[config.mk]
export PLATFORM = sky130hd
export DESIGN_NAME = brownout_reset_seq
export DESIGN_NICKNAME = d
export VERILOG_FILES = /design/src/rtl/brs_pkg.sv /design/src/rtl/brs_sync2.sv /design/src/rtl/brs_bod_qual.sv /design/src/rtl/brs_seq.sv /design/src/rtl/brs_flags.sv /design/src/rtl/brownout_reset_seq.sv
export SDC_FILE = /design/constraint.sdc
export NUM_CORES = 1
export LEC_CHECK = 0
export BUFFER_PORTS_ARGS = -buffer_cell sky130_fd_sc_hd__buf_2
export CAP_MARGIN = 20
export CELL_PAD_IN_SITES_DETAIL_PLACEMENT = 0
export CELL_PAD_IN_SITES_GLOBAL_PLACEMENT = 1
export CORE_UTILIZATION = 43
export DETAILED_ROUTE_END_ITERATION = 8
export HOLD_SLACK_MARGIN = 0.05
export PLACE_DENSITY_LB_ADDON = 0.1
export REMOVE_ABC_BUFFERS = 1
export SYNTH_ARGS = -nofsm -noshare
export SYNTH_HDL_FRONTEND = slang
export SYNTH_SLANG_ARGS = --single-unit
[constraint.sdc]
create_clock -name clk_lf -period 2 [get_ports clk_lf]
set_input_delay 0.3 -clock clk_lf [delete_from_list [all_inputs] [get_ports clk_lf]]
set_output_delay 0.3 -clock clk_lf [all_outputs]
set_load 0.01 [all_outputs]
[src/rtl/brs_pkg.sv]
package brs_pkg;

  typedef enum logic [1:0] {
    SEQ_HOLD  = 2'd0,
    SEQ_DELAY = 2'd1,
    SEQ_RUN   = 2'd2
  } seq_state_e;

  typedef enum logic [1:0] {
    BODM_OFF   = 2'b00,
    BODM_SW    = 2'b01,
    BODM_AWAKE = 2'b10,
    BODM_ON    = 2'b11
  } bod_mode_e;

  // Detector enable as a function of mode, software bit and sleep state.
  function automatic logic det_enable(logic [1:0] mode, logic sw_en, logic asleep);
    logic en;
    case (bod_mode_e'(mode))
      BODM_OFF:   en = 1'b0;
      BODM_SW:    en = sw_en;
      BODM_AWAKE: en = ~asleep;
      default:    en = 1'b1;
    endcase
    return en;
  endfunction

endpackage

[src/rtl/brs_sync2.sv]
module brs_sync2 #(
  parameter bit RST_VAL = 1'b0
) (
  input  logic clk,
  input  logic arst,
  input  logic d,
  output logic q
);
  logic [1:0] stage_q;

  always_ff @(posedge clk or posedge arst) begin
    if (arst) stage_q <= {2{RST_VAL}};
    else      stage_q <= {stage_q[0], d};
  end

  assign q = stage_q[1];
endmodule

[src/rtl/brs_bod_qual.sv]
module brs_bod_qual #(
  parameter int unsigned QUAL_LEN = 3
) (
  input  logic clk,
  input  logic arst,
  input  logic det_en,
  input  logic low,
  output logic trip
);
  localparam int unsigned QW = $clog2(QUAL_LEN + 1);
  localparam logic [QW-1:0] QMAX = QW'(QUAL_LEN);

  logic [QW-1:0] qcnt_q;

  // Consecutive-cycle counter; any disabled or high-supply cycle clears it.
  always_ff @(posedge clk or posedge arst) begin
    if (arst)                 qcnt_q <= '0;
    else if (!det_en || !low) qcnt_q <= '0;
    else if (qcnt_q != QMAX)  qcnt_q <= qcnt_q + 1'b1;
  end

  assign trip = (qcnt_q == QMAX);
endmodule

[src/rtl/brs_seq.sv]
module brs_seq
  import brs_pkg::*;
#(
  parameter int unsigned PWRT_TICKS = 1984,
  parameter int unsigned CW = $clog2(PWRT_TICKS + 1)
) (
  input  logic          clk,
  input  logic          arst,
  input  logic          src_active,
  input  logic          pwrt_off,
  output logic          rst,
  output logic          delay_done,
  output logic          skip_go,
  output logic [CW-1:0] delay_cnt
);
  localparam logic [CW-1:0] TERM = CW'(PWRT_TICKS - 1);

  seq_state_e    state_q, state_d;
  logic [CW-1:0] cnt_q, cnt_d;
  logic          rst_q;

  assign delay_done = (state_q == SEQ_DELAY) && (cnt_q == TERM);
  assign skip_go    = (state_q == SEQ_HOLD) && !src_active && pwrt_off;

  always_comb begin
    state_d = state_q;
    cnt_d   = cnt_q;
    if (src_active) begin
      state_d = SEQ_HOLD;
      cnt_d   = '0;
    end else begin
      case (state_q)
        SEQ_HOLD: begin
          cnt_d   = '0;
          state_d = pwrt_off ? SEQ_RUN : SEQ_DELAY;
        end
        SEQ_DELAY: begin
          if (delay_done) begin
            state_d = SEQ_RUN;
            cnt_d   = '0;
          end else begin
            cnt_d = cnt_q + 1'b1;
          end
        end
        default: state_d = SEQ_RUN;
      endcase
    end
  end

  always_ff @(posedge clk or posedge arst) begin
    if (arst) begin
      state_q <= SEQ_HOLD;
      cnt_q   <= '0;
      rst_q   <= 1'b1;
    end else begin
      state_q <= state_d;
      cnt_q   <= cnt_d;
      rst_q   <= (state_d != SEQ_RUN);
    end
  end

  assign rst       = rst_q;
  assign delay_cnt = cnt_q;
endmodule

[src/rtl/brs_flags.sv]
module brs_flags (
  input  logic clk,
  input  logic arst,
  input  logic por_evt,
  input  logic bod_evt,
  input  logic por_wr,
  input  logic bod_wr,
  output logic por_n,
  output logic bod_n
);
  always_ff @(posedge clk or posedge arst) begin
    if (arst) begin
      por_n <= 1'b0;
      bod_n <= 1'b1;
    end else begin
      if (por_evt)     por_n <= 1'b0;
      else if (por_wr) por_n <= 1'b1;
      if (bod_evt)     bod_n <= 1'b0;
      else if (bod_wr) bod_n <= 1'b1;
    end
  end
endmodule

[src/rtl/brownout_reset_seq.sv]
module brownout_reset_seq
  import brs_pkg::*;
#(
  parameter int unsigned PWRT_TICKS = 1984,
  parameter int unsigned BOD_QUAL   = 3
) (
  input  logic       clk_lf,
  input  logic       por_in,
  input  logic       bod_low_in,
  input  logic       ext_rst_req,
  input  logic       pwrt_off,
  input  logic [1:0] bod_mode,
  input  logic       sw_bod_en,
  input  logic       sleep_mode,
  input  logic       por_flag_wr,
  input  logic       bod_flag_wr,
  output logic       rst_out,
  output logic       por_flag_n,
  output logic       bod_flag_n
);
  localparam int unsigned CNT_W = $clog2(PWRT_TICKS + 1);

  // Named internal events, also observed by the bound checker.
  logic             por_sync;
  logic             bod_sync;
  logic             det_en;
  logic             bod_trip;
  logic             src_active;
  logic             delay_done;
  logic             skip_go;
  logic [CNT_W-1:0] delay_cnt;

  brs_sync2 #(.RST_VAL(1'b1)) u_por_sync (
    .clk(clk_lf), .arst(por_in), .d(1'b0), .q(por_sync)
  );

  brs_sync2 #(.RST_VAL(1'b0)) u_bod_sync (
    .clk(clk_lf), .arst(por_in), .d(bod_low_in), .q(bod_sync)
  );

  assign det_en = det_enable(bod_mode, sw_bod_en, sleep_mode);

  brs_bod_qual #(.QUAL_LEN(BOD_QUAL)) u_qual (
    .clk(clk_lf), .arst(por_in), .det_en(det_en), .low(bod_sync), .trip(bod_trip)
  );

  assign src_active = por_sync | ext_rst_req | bod_trip;

  brs_seq #(.PWRT_TICKS(PWRT_TICKS), .CW(CNT_W)) u_seq (
    .clk(clk_lf), .arst(por_in), .src_active(src_active), .pwrt_off(pwrt_off),
    .rst(rst_out), .delay_done(delay_done), .skip_go(skip_go), .delay_cnt(delay_cnt)
  );

  brs_flags u_flags (
    .clk(clk_lf), .arst(por_in), .por_evt(por_sync), .bod_evt(bod_trip),
    .por_wr(por_flag_wr), .bod_wr(bod_flag_wr),
    .por_n(por_flag_n), .bod_n(bod_flag_n)
  );
endmodule

==> After elaboration in Yosys (flattened, before gate mapping) <==
Cells that the tools add are included.
{ "totals": {"reg_bits": 22, "latchBits": 0, "ramBits": 0, "rom_bits": 0, "in_bits": 11, "out_inout_bits": 3, "elab_cells": 44, "mem_count": 0} }
{ "classes": {"n_addsub": 2, "multipliers": 0, "div_mod_pow": 0, "n_lt_le_gt_ge": 0, "eq_ne": 7, "n_shift": 0, "muxes": 14, "n_bitwise": 3, "reduce_logical": 10} }
{ "ops": {"columns": ["op", "count"], "rows": [
  ["two-way mux 11 bit", 2],
  ["one-hot mux 11 bit (2 select lines)", 1],
  ["adder 11 x 1 -> 11 bit (second input constant)", 1],
  ["equality test 11 bit (second input constant)", 1],
  ["two-way mux 2 bit", 5],
  ["nonzero test 2 bit", 3],
  ["equality test 2 x 1 -> 1 bit (second input constant)", 2],
  ["equality test 2 bit (second input constant)", 2],
  ["zero test 2 bit", 2],
  ["two-way mux 1 bit", 4],
  ["!= test 2 bit (second input constant)", 2],
  ["one-hot mux 2 bit (2 select lines)", 1],
  ["one-hot mux 1 bit (3 select lines)", 1],
  ["nonzero test 3 bit", 1],
  ["adder 2 x 1 -> 2 bit (second input constant)", 1],
  ["zero test 1 bit", 2],
  ["OR 1 bit", 2],
  ["logical AND 1 bit", 1],
  ["logical OR 1 bit", 1],
  ["inverter 1 bit", 1]
]} }

==> Longest topological paths before layout <==
Gate-level depths: netlist of run 1.
{ "depth": {"ltp_word": 6, "ltp_mapped": 6, "depth_no_buf": 5} }

==> Hierarchy <==
A second synthesis of run 1 with hierarchy kept.
{ "unflattened": {"hier_cells": 106, "area_unflattened_um2": 1151.1} }
{ "by_module_without_submodules": {"columns": ["module", "n_inst", "cells_per_inst", "area_each_um2", "seq_area_each_um2"], "rows": [
  ["brs_seq", 1, 81, 845.8, 351.6],
  ["brs_bod_qual", 1, 9, 96.3, 50.0],
  ["brs_flags", 1, 5, 75.1, 51.3],
  ["brs_sync2 (u_por_sync)", 1, 3, 56.3, 52.6],
  ["brs_sync2 (u_bod_sync)", 1, 3, 53.8, 50.0],
  ["brownout_reset_seq", 1, 5, 23.8, 0.0]
]} }

==> Worst setup path after synthesis of run 1 <==
OpenSTA, ideal clock, no wires.
{ "synth_path": {"kind": "flip-flop to flip-flop", "startpoint": "reg u_qual.qcnt_q[0]", "endpoint": "reg u_seq.cnt_q[4] (netlist: u_seq.delay_cnt[4])", "setup_ns": 0.130, "t_arrival_ns": 1.477, "required_time_ns": 1.870, "path_slack_ns": 0.393, "path_stages_with_launch": 7, "n_path_buf": 1, "synth_period_minus_slack_ns": 1.607, "path_cell_list": "dfrtp_1 > ha_1 > buf_6 > or4b_1 > nand4_1 > xor2_1 > nor2_1"} }
{ "synth_via": {"elab_chain_len": 3, "elab_cells_between_ends": 4, "classes_between": "eq/ne: 1; mux: 1; bitwise: 1; reduce/logical: 1"} }
{ "synth_rtl": {"columns": ["item", "line_no", "source"], "rows": [
  ["from (decl)", "brs_bod_qual.sv:13", "logic [QW-1:0] qcnt_q;"],
  ["from (signal assigned)", "brs_bod_qual.sv:19", "else if (qcnt_q != QMAX) qcnt_q <= qcnt_q + 1'b1;"],
  ["equality test 2 bit (*)", "brs_bod_qual.sv:22", "assign trip = (qcnt_q == QMAX);"],
  ["OR 1 bit (*)", "brownout_reset_seq.sv:47", "assign src_active = por_sync | ext_rst_req | bod_trip;"],
  ["nonzero test 3 bit (no source line) / two-way mux 11 bit (equally long branches)", null, null],
  ["to (signal assigned)", "brs_seq.sv:57", "cnt_q <= cnt_d;"],
  ["to (decl)", "brs_seq.sv:19", "logic [CW-1:0] cnt_q, cnt_d;"]
]} }
Every way passes the cells marked *; elsewhere a longest branch is shown, timed or not.
A chain may end at the register's enable or synchronous reset.

==> Worst setup path after layout of run 1 <==
Same ends and word-level chain as after synthesis.

==> results of run 1 <==
==> sequential cells by signal, summed over array words and instances, names as in the netlist <==
name and cells:
u_seq.delay_cnt 11, u_flags.por_n 1, u_flags.bod_n 1, u_bod_sync.stage_q 2, u_por_sync.stage_q 2, u_seq.rst 1, u_qual.qcnt_q 2, u_seq.state_q 2
==> power by group through the flow <==
stage          combinational (mW)  clock [mW]  sequential, mW
3_3_place_gp               0.0527           0           0.477
2_1_floorplan              0.0296           0           0.477
5_1_grt                    0.0600       0.228           0.470
4_1_cts                    0.0552       0.213           0.469
6_report                   0.0539       0.199           0.468
3_5_place_dp               0.0538           0           0.477
==> kinds of logic (layout without fill, tap and decap cells) <==
| kind of cell | count (synthesis) | after routing | synth area share |
|---|---|---|---|
| AND/OR/NAND/NOR | 39 | 39 | 0.221 |
| flip-flops | 22 | 22 | 0.545 |
| AO/OA/AOI/OAI | 13 | 13 | 0.0933 |
| XOR/XNOR | 8 | 8 | 0.0687 |
| buffers and inverters | 4 | 23 | 0.0233 |
| adder cells (fa/ha/maj) | 2 | 2 | 0.0245 |
| multiplexers | 2 | 2 | 0.0209 |
| other | 1 | 1 | 0.00368 |
==> final timing paths <==
check                                                      from                         endpoint  slack [ns]  cells after the start
worst min register to register  u_bod_sync.stage_q[0]$_DFF_PP0_  u_bod_sync.stage_q[1]$_DFF_PP0_        0.36                      0
min in group asynchronous                                por_in  u_bod_sync.stage_q[1]$_DFF_PP0_        0.56                      4
worst min-delay path                                 bod_low_in  u_bod_sync.stage_q[0]$_DFF_PP0_         0.1                      1
worst max register to register     u_qual.qcnt_q[0]$_DFFE_PP0P_   u_seq.delay_cnt[4]$_DFFE_PP0P_        0.23                      5
max in group asynchronous                                por_in  u_por_sync.stage_q[1]$_DFF_PP1_        1.15                      4
worst max-delay path               u_qual.qcnt_q[0]$_DFFE_PP0P_   u_seq.delay_cnt[4]$_DFFE_PP0P_        0.23                      5
==> worst reg2reg max path: cells and delay by family, from the launching register on <==
| kind | cells | cell delay (ns) |
|---|---|---|
| fa+ha+maj | 1 | 0.33 |
| flops | 1 | 0.42 |
| simple gates | 3 | 0.74 |
| xor+xnor | 1 | 0.17 |
==> routing by layer <==
| layer | routed length [um] | vias up | share of wire |
|---|---|---|---|
| met3 | 44 | 2 | 0.026 |
| met5 | 0 | - | 0 |
| met2 | 845 | 9 | 0.49 |
| li1 | - | 360 | - |
| met1 | 812 | 360 | 0.47 |
| met4 | 14 | 0 | 0.0082 |
==> through the flow <==
step | cells | hold WS (ns) | setup WS [ns] | area, um2 | total power, mW
final | 138 | 0.0988 | 0.227 | 1160 | 0.721
after global placement | 133 | 0.331 | 0.286 | 1120 | 0.529
after floorplan | 90 | 0.286 | 0.400 | 1010 | 0.506
after global routing | 138 | 0.0784 | 0.0881 | 1160 | 0.758
after detailed placement | 133 | 0.345 | 0.254 | 1120 | 0.531
after CTS | 138 | 0.0875 | 0.233 | 1160 | 0.737
==> layout make-up <==
type	count	area (um2)
sequential	22	556
multi-input combinational	65	440
fill	208	1070
inverter	3	12.5
timing repair buffer	16	90.1
clock buffer	4	26.3
tap	28	35.0
==> cells in the final DEF, fill, tap and decap left out, drive strengths merged, types with 2 or more instances in the layout <==
master and count:
or4 2, clkbuf 4, a21oi 2, nor3 5, nor2 14, nor4 2, nand2 5, nand4 3
o21ai 3, o31ai 2, nand3 2, xnor2 5, buf 15, inv 2, xor2 3, ha 2
dfstp 4, dfrtp 18
==> results.ini, run 1 <==
[clock_network]
worstSkewPairLatency_ns=0.30
cts_tree=built
cts-resized-gates=0
clockBufferDepth=2
clock_sinks=22
numCtsBuffers=3
root_buffer=clkbuf_4
postCtsSetupBuffers=0
clk_pin_slew_ns=0.12
h-tree-depth=1
ctsHoldBuffers=1

[drt]
detail_route.wl_per_cell_um=12.4
final_antenna_net_count=0
via_per_inst=5.30
drc=0
first_pass_iters=4
vias=731
wl_um=1720
drt_iter0_markers=12

[power]
p_clk_frac=0.276
power.switching_uw=159
leakagePower_nw=0.486
combinationalPowerShare=0.075
p_int_uw=562
ir_worst_vdd_uv=384
switching_share=0.220
pwr-share-seq=0.650
powerDensity_nw_per_um2=622

[die]
die_h_um=50.7
rows=17
fp.dieArea_um2=2570
ios=14
core_um2=2230
die_w_um=50.7
initial_core_util=0.457

[global_route]
busiest_layer=met2
grt_max_degree=23
track_usage=0.154
antenna_found_initial=0
grt_util_met1=0.192
globalRouteMet2Util=0.258
grt_overflow_total=0
grt_use_met3=0.0364
grt_pass1_vias=695
grt_pass1_wl_um=2950

[sta]
setup_tns_ns=0
clock_skew_ns=0.0121
max_freq_ghz=0.564
period_minus_slack_ns=1.77
final_max_slew_viol_count=0
finalHoldViolations=0
fin_crit_sh=0.887
rsz0062_at_grt=no
setup_violations=0

[critical_path]
crit_chain=ha_1 -> or4b_1 -> nand4_1 -> xor2_1 -> nor2_1
critPathMaxStageDelay_ns=0.55
worstSetupEndpointType=register
cp_data_required_time_ns=2.18
path_class=register to register
path_buf_inv=0
arrival_ns=1.96
cp_max_fo=7
start_kind=register
critPathTopFamily=simple AND/OR/NAND/NOR gates
slowest_stage=or4b_1

[layout]
nNetsFinal=124
fin_util=0.519
syn_to_final_growth_pct=13.7
diodes=0
drive_gt1_frac=0.255

[synthesis]
synth_seq_area_share=0.545
synth_area_leaders=dfrtp_1, dfstp_2, nor2_1
synth_cell_types=37
synth-edff-count=0
ys_ff_latch=22
syn-cell-area_um2=1020
synth.avg_cell_area_um2=11.2
async_flop_share=1.00
synth_ff_type=dfrtp_1
ys_warn_count=0
yosys.area.top_type=dfrtp_1
syn_inst=91
yosysTopAreaCellShare=0.442
synth.most_common_cell=dfrtp_1
ys_top_cells_by_count=dfrtp_1, nor2_1, nand2_1, xnor2_1

[min_path]
min_path_type=input port to register

[flow_run]
cap_violations=0

[placement]
port-buffer-count=13
hpwl_um=1320
place.gp.congestion=0.781

[outcome]
status=completed

No activity file was read; power rests on OpenSTA's default activity.
==> run 2: changes to the inputs <==
--- a/config.mk
+++ b/config.mk
@@ -5,7 +5,7 @@
 export SDC_FILE = /design/constraint.sdc
 export NUM_CORES = 1
 export LEC_CHECK = 0
-export BUFFER_PORTS_ARGS = -buffer_cell sky130_fd_sc_hd__buf_2
+export BUFFER_PORTS_ARGS = -buffer_cell sky130_fd_sc_hd__buf_4
 export CAP_MARGIN = 20
 export CELL_PAD_IN_SITES_DETAIL_PLACEMENT = 0
 export CELL_PAD_IN_SITES_GLOBAL_PLACEMENT = 1
==> results.ini, run 2 (synthesized netlist as in run 1, its figures left out) <==
[clock_network]
clockBufferDepth=2  ; unchanged
cts-resized-gates=0  ; unchanged
root_buffer=clkbuf_4
h-tree-depth=1  ; unchanged
clock_sinks=22  ; unchanged
numCtsBuffers=3  ; unchanged
worstSkewPairLatency_ns=0.31  ; about the same
clk_pin_slew_ns=0.13  ; about the same
cts_tree=built

[layout]
drive_gt1_frac=0.264  ; +0.00909
final_cell_mix=dfrtp_1, buf_4, nor2_1
nNetsFinal=124  ; unchanged
syn_to_final_growth_pct=19.5
regArea_um2=556  ; unchanged
largest_register_ffs=11  ; unchanged
fillers=207  ; -0.48%
finalNonFillerCells=138  ; unchanged
stdcell_area_um2=1220  ; +5.1%
final_common_cell=dfrtp_1
multi_input_area_um2=440  ; unchanged
diodes=0  ; unchanged

[placement]
port-buffer-count=13  ; unchanged
place.gp.congestion=0.702  ; -10%
place_area_um2=1160  ; +2.9%
hpwl_um=1320  ; +0.24%
dp.cells=133  ; unchanged

[sta]
setup_violations=0  ; unchanged
finalHoldViolations=0  ; unchanged
final_max_slew_viol_count=0  ; unchanged
setup_tns_ns=0  ; unchanged
max_freq_ghz=0.565  ; +0.13%
holdWs_ns=0.0852  ; -0.0136 ns
clock_skew_ns=0.00453  ; -0.00758 ns
fin_crit_sh=0.886  ; -0.00112
period_minus_slack_ns=1.77  ; -0.00225 ns
rsz0062_at_grt=no

[die]
rows=17  ; unchanged
fp.dieArea_um2=2570  ; unchanged
ios=14  ; unchanged
die_h_um=50.7  ; unchanged
initial_core_util=0.457  ; unchanged
core_um2=2230  ; unchanged
die_w_um=50.7  ; unchanged

[global_route]
track_usage=0.163  ; +0.00887
grt_max_degree=23  ; unchanged
grt_overflow_total=0  ; unchanged
grt_pass1_vias=674  ; -3.0%
antenna_found_initial=0  ; unchanged
grt_pass1_wl_um=2990  ; +1.4%

[outcome]
status=completed

[min_path]
worstHoldStart=bod_low_in
min_path_type=input port to register

[drt]
via_per_inst=5.37  ; +1.4%
detail_route.wl_per_cell_um=13.0  ; +4.1%
drc=0  ; unchanged
wl_um=1790  ; +4.1%
drt_iter0_markers=8  ; -4
final_antenna_net_count=0  ; unchanged
vias=741  ; +1.4%
first_pass_iters=4  ; unchanged

[power]
combinationalPowerShare=0.070  ; -0.005
ir_worst_vdd_uv=513  ; +34%
switching_share=0.202  ; -0.0185
pwr-share-seq=0.539  ; -0.111
power.switching_uw=176  ; +11%
p_int_uw=695  ; +24%
powerDensity_nw_per_um2=714  ; +15%
power.total_uw=870  ; +21%
p_clk_frac=0.391  ; +0.115
leakagePower_nw=0.512  ; +5.3%

[critical_path]
cp_max_fo=10  ; +3
crit-reg2reg-launch=u_qual.qcnt_q[0]$_DFFE_PP0P_
worstSetupEndpointType=register
slowest_stage=or4_1
crit_chain=ha_1 -> nor4b_4 -> buf_4 -> or4_1 -> a21oi_1
arrival_ns=2.00  ; +0.04 ns
critPathMaxStageDelay_ns=0.50  ; -0.05 ns
start_kind=register
cp_data_required_time_ns=2.23  ; +0.05 ns
path_class=register to register
cp-startpoint=u_qual.qcnt_q[0]$_DFFE_PP0P_

[flow_run]
cap_violations=0  ; unchanged

[run 2: routing by layer]
layer  global-route usage  routed length [um]
met5                    0                   0
met4               0.0602                  17
met3               0.0545                  65
met2                0.249                 839
met1                0.214                 865
[run 2: what timing repair did]
action	CTS	global route
hold buffers	1	0
buffers inserted	0	0
endpoints found under the hold margin	18	0
[run 2: path summary, 6_finish.rpt]
path / slack (ns) / end / depth (start not counted)
max: 0.23 / u_seq.delay_cnt[9]$_DFFE_PP0P_ / 5
min: 0.09 / u_bod_sync.stage_q[0]$_DFF_PP0_ / 1
max reg2reg: 0.23 / u_seq.delay_cnt[9]$_DFFE_PP0P_ / 5
min reg2reg: 0.36 / u_por_sync.stage_q[1]$_DFF_PP1_ / 0
max in group asynchronous: 1.15 / u_seq.rst$_DFF_PP1_ / 4
min in group asynchronous: 0.57 / u_bod_sync.stage_q[0]$_DFF_PP0_ / 4
[run 2: final cells by class]
class                      instances  share of cell area
timing repair buffer              16               0.101
tap                               28              0.0287
clock inverter                     1              0.0246
inverter                           3              0.0103
sequential                        22               0.456
clock buffer                       3              0.0185
multi-input combinational         65               0.361
[run 2: critical path, delay by kind of cell, from the launching register on]
kind,cells,cell delay (ns)
and+or+nand+nor,2,0.57
buffers and inverters,1,0.18
adders and majority gates,1,0.37
AOI/OAI and AO/OA,1,0.18
DFF,1,0.39
[run 2: power by group through the flow]
stage / sequential (mW) / clock (mW) / combinational [mW]
after global routing: 0.471 / 0.365 / 0.0682
after floorplan: 0.477 / 0 / 0.0296
after global placement: 0.477 / 0 / 0.0602
after CTS: 0.469 / 0.348 / 0.0628
final: 0.469 / 0.340 / 0.0613
after detailed placement: 0.477 / 0 / 0.0611
[run 2: through the flow]
stage	setup WS, ns	util
3_3_place_gp	0.292	0.518
6_report	0.229	0.546
5_1_grt	0.0959	0.546
2_1_floorplan	0.400	-
3_5_place_dp	0.277	0.518
4_1_cts	0.223	0.546
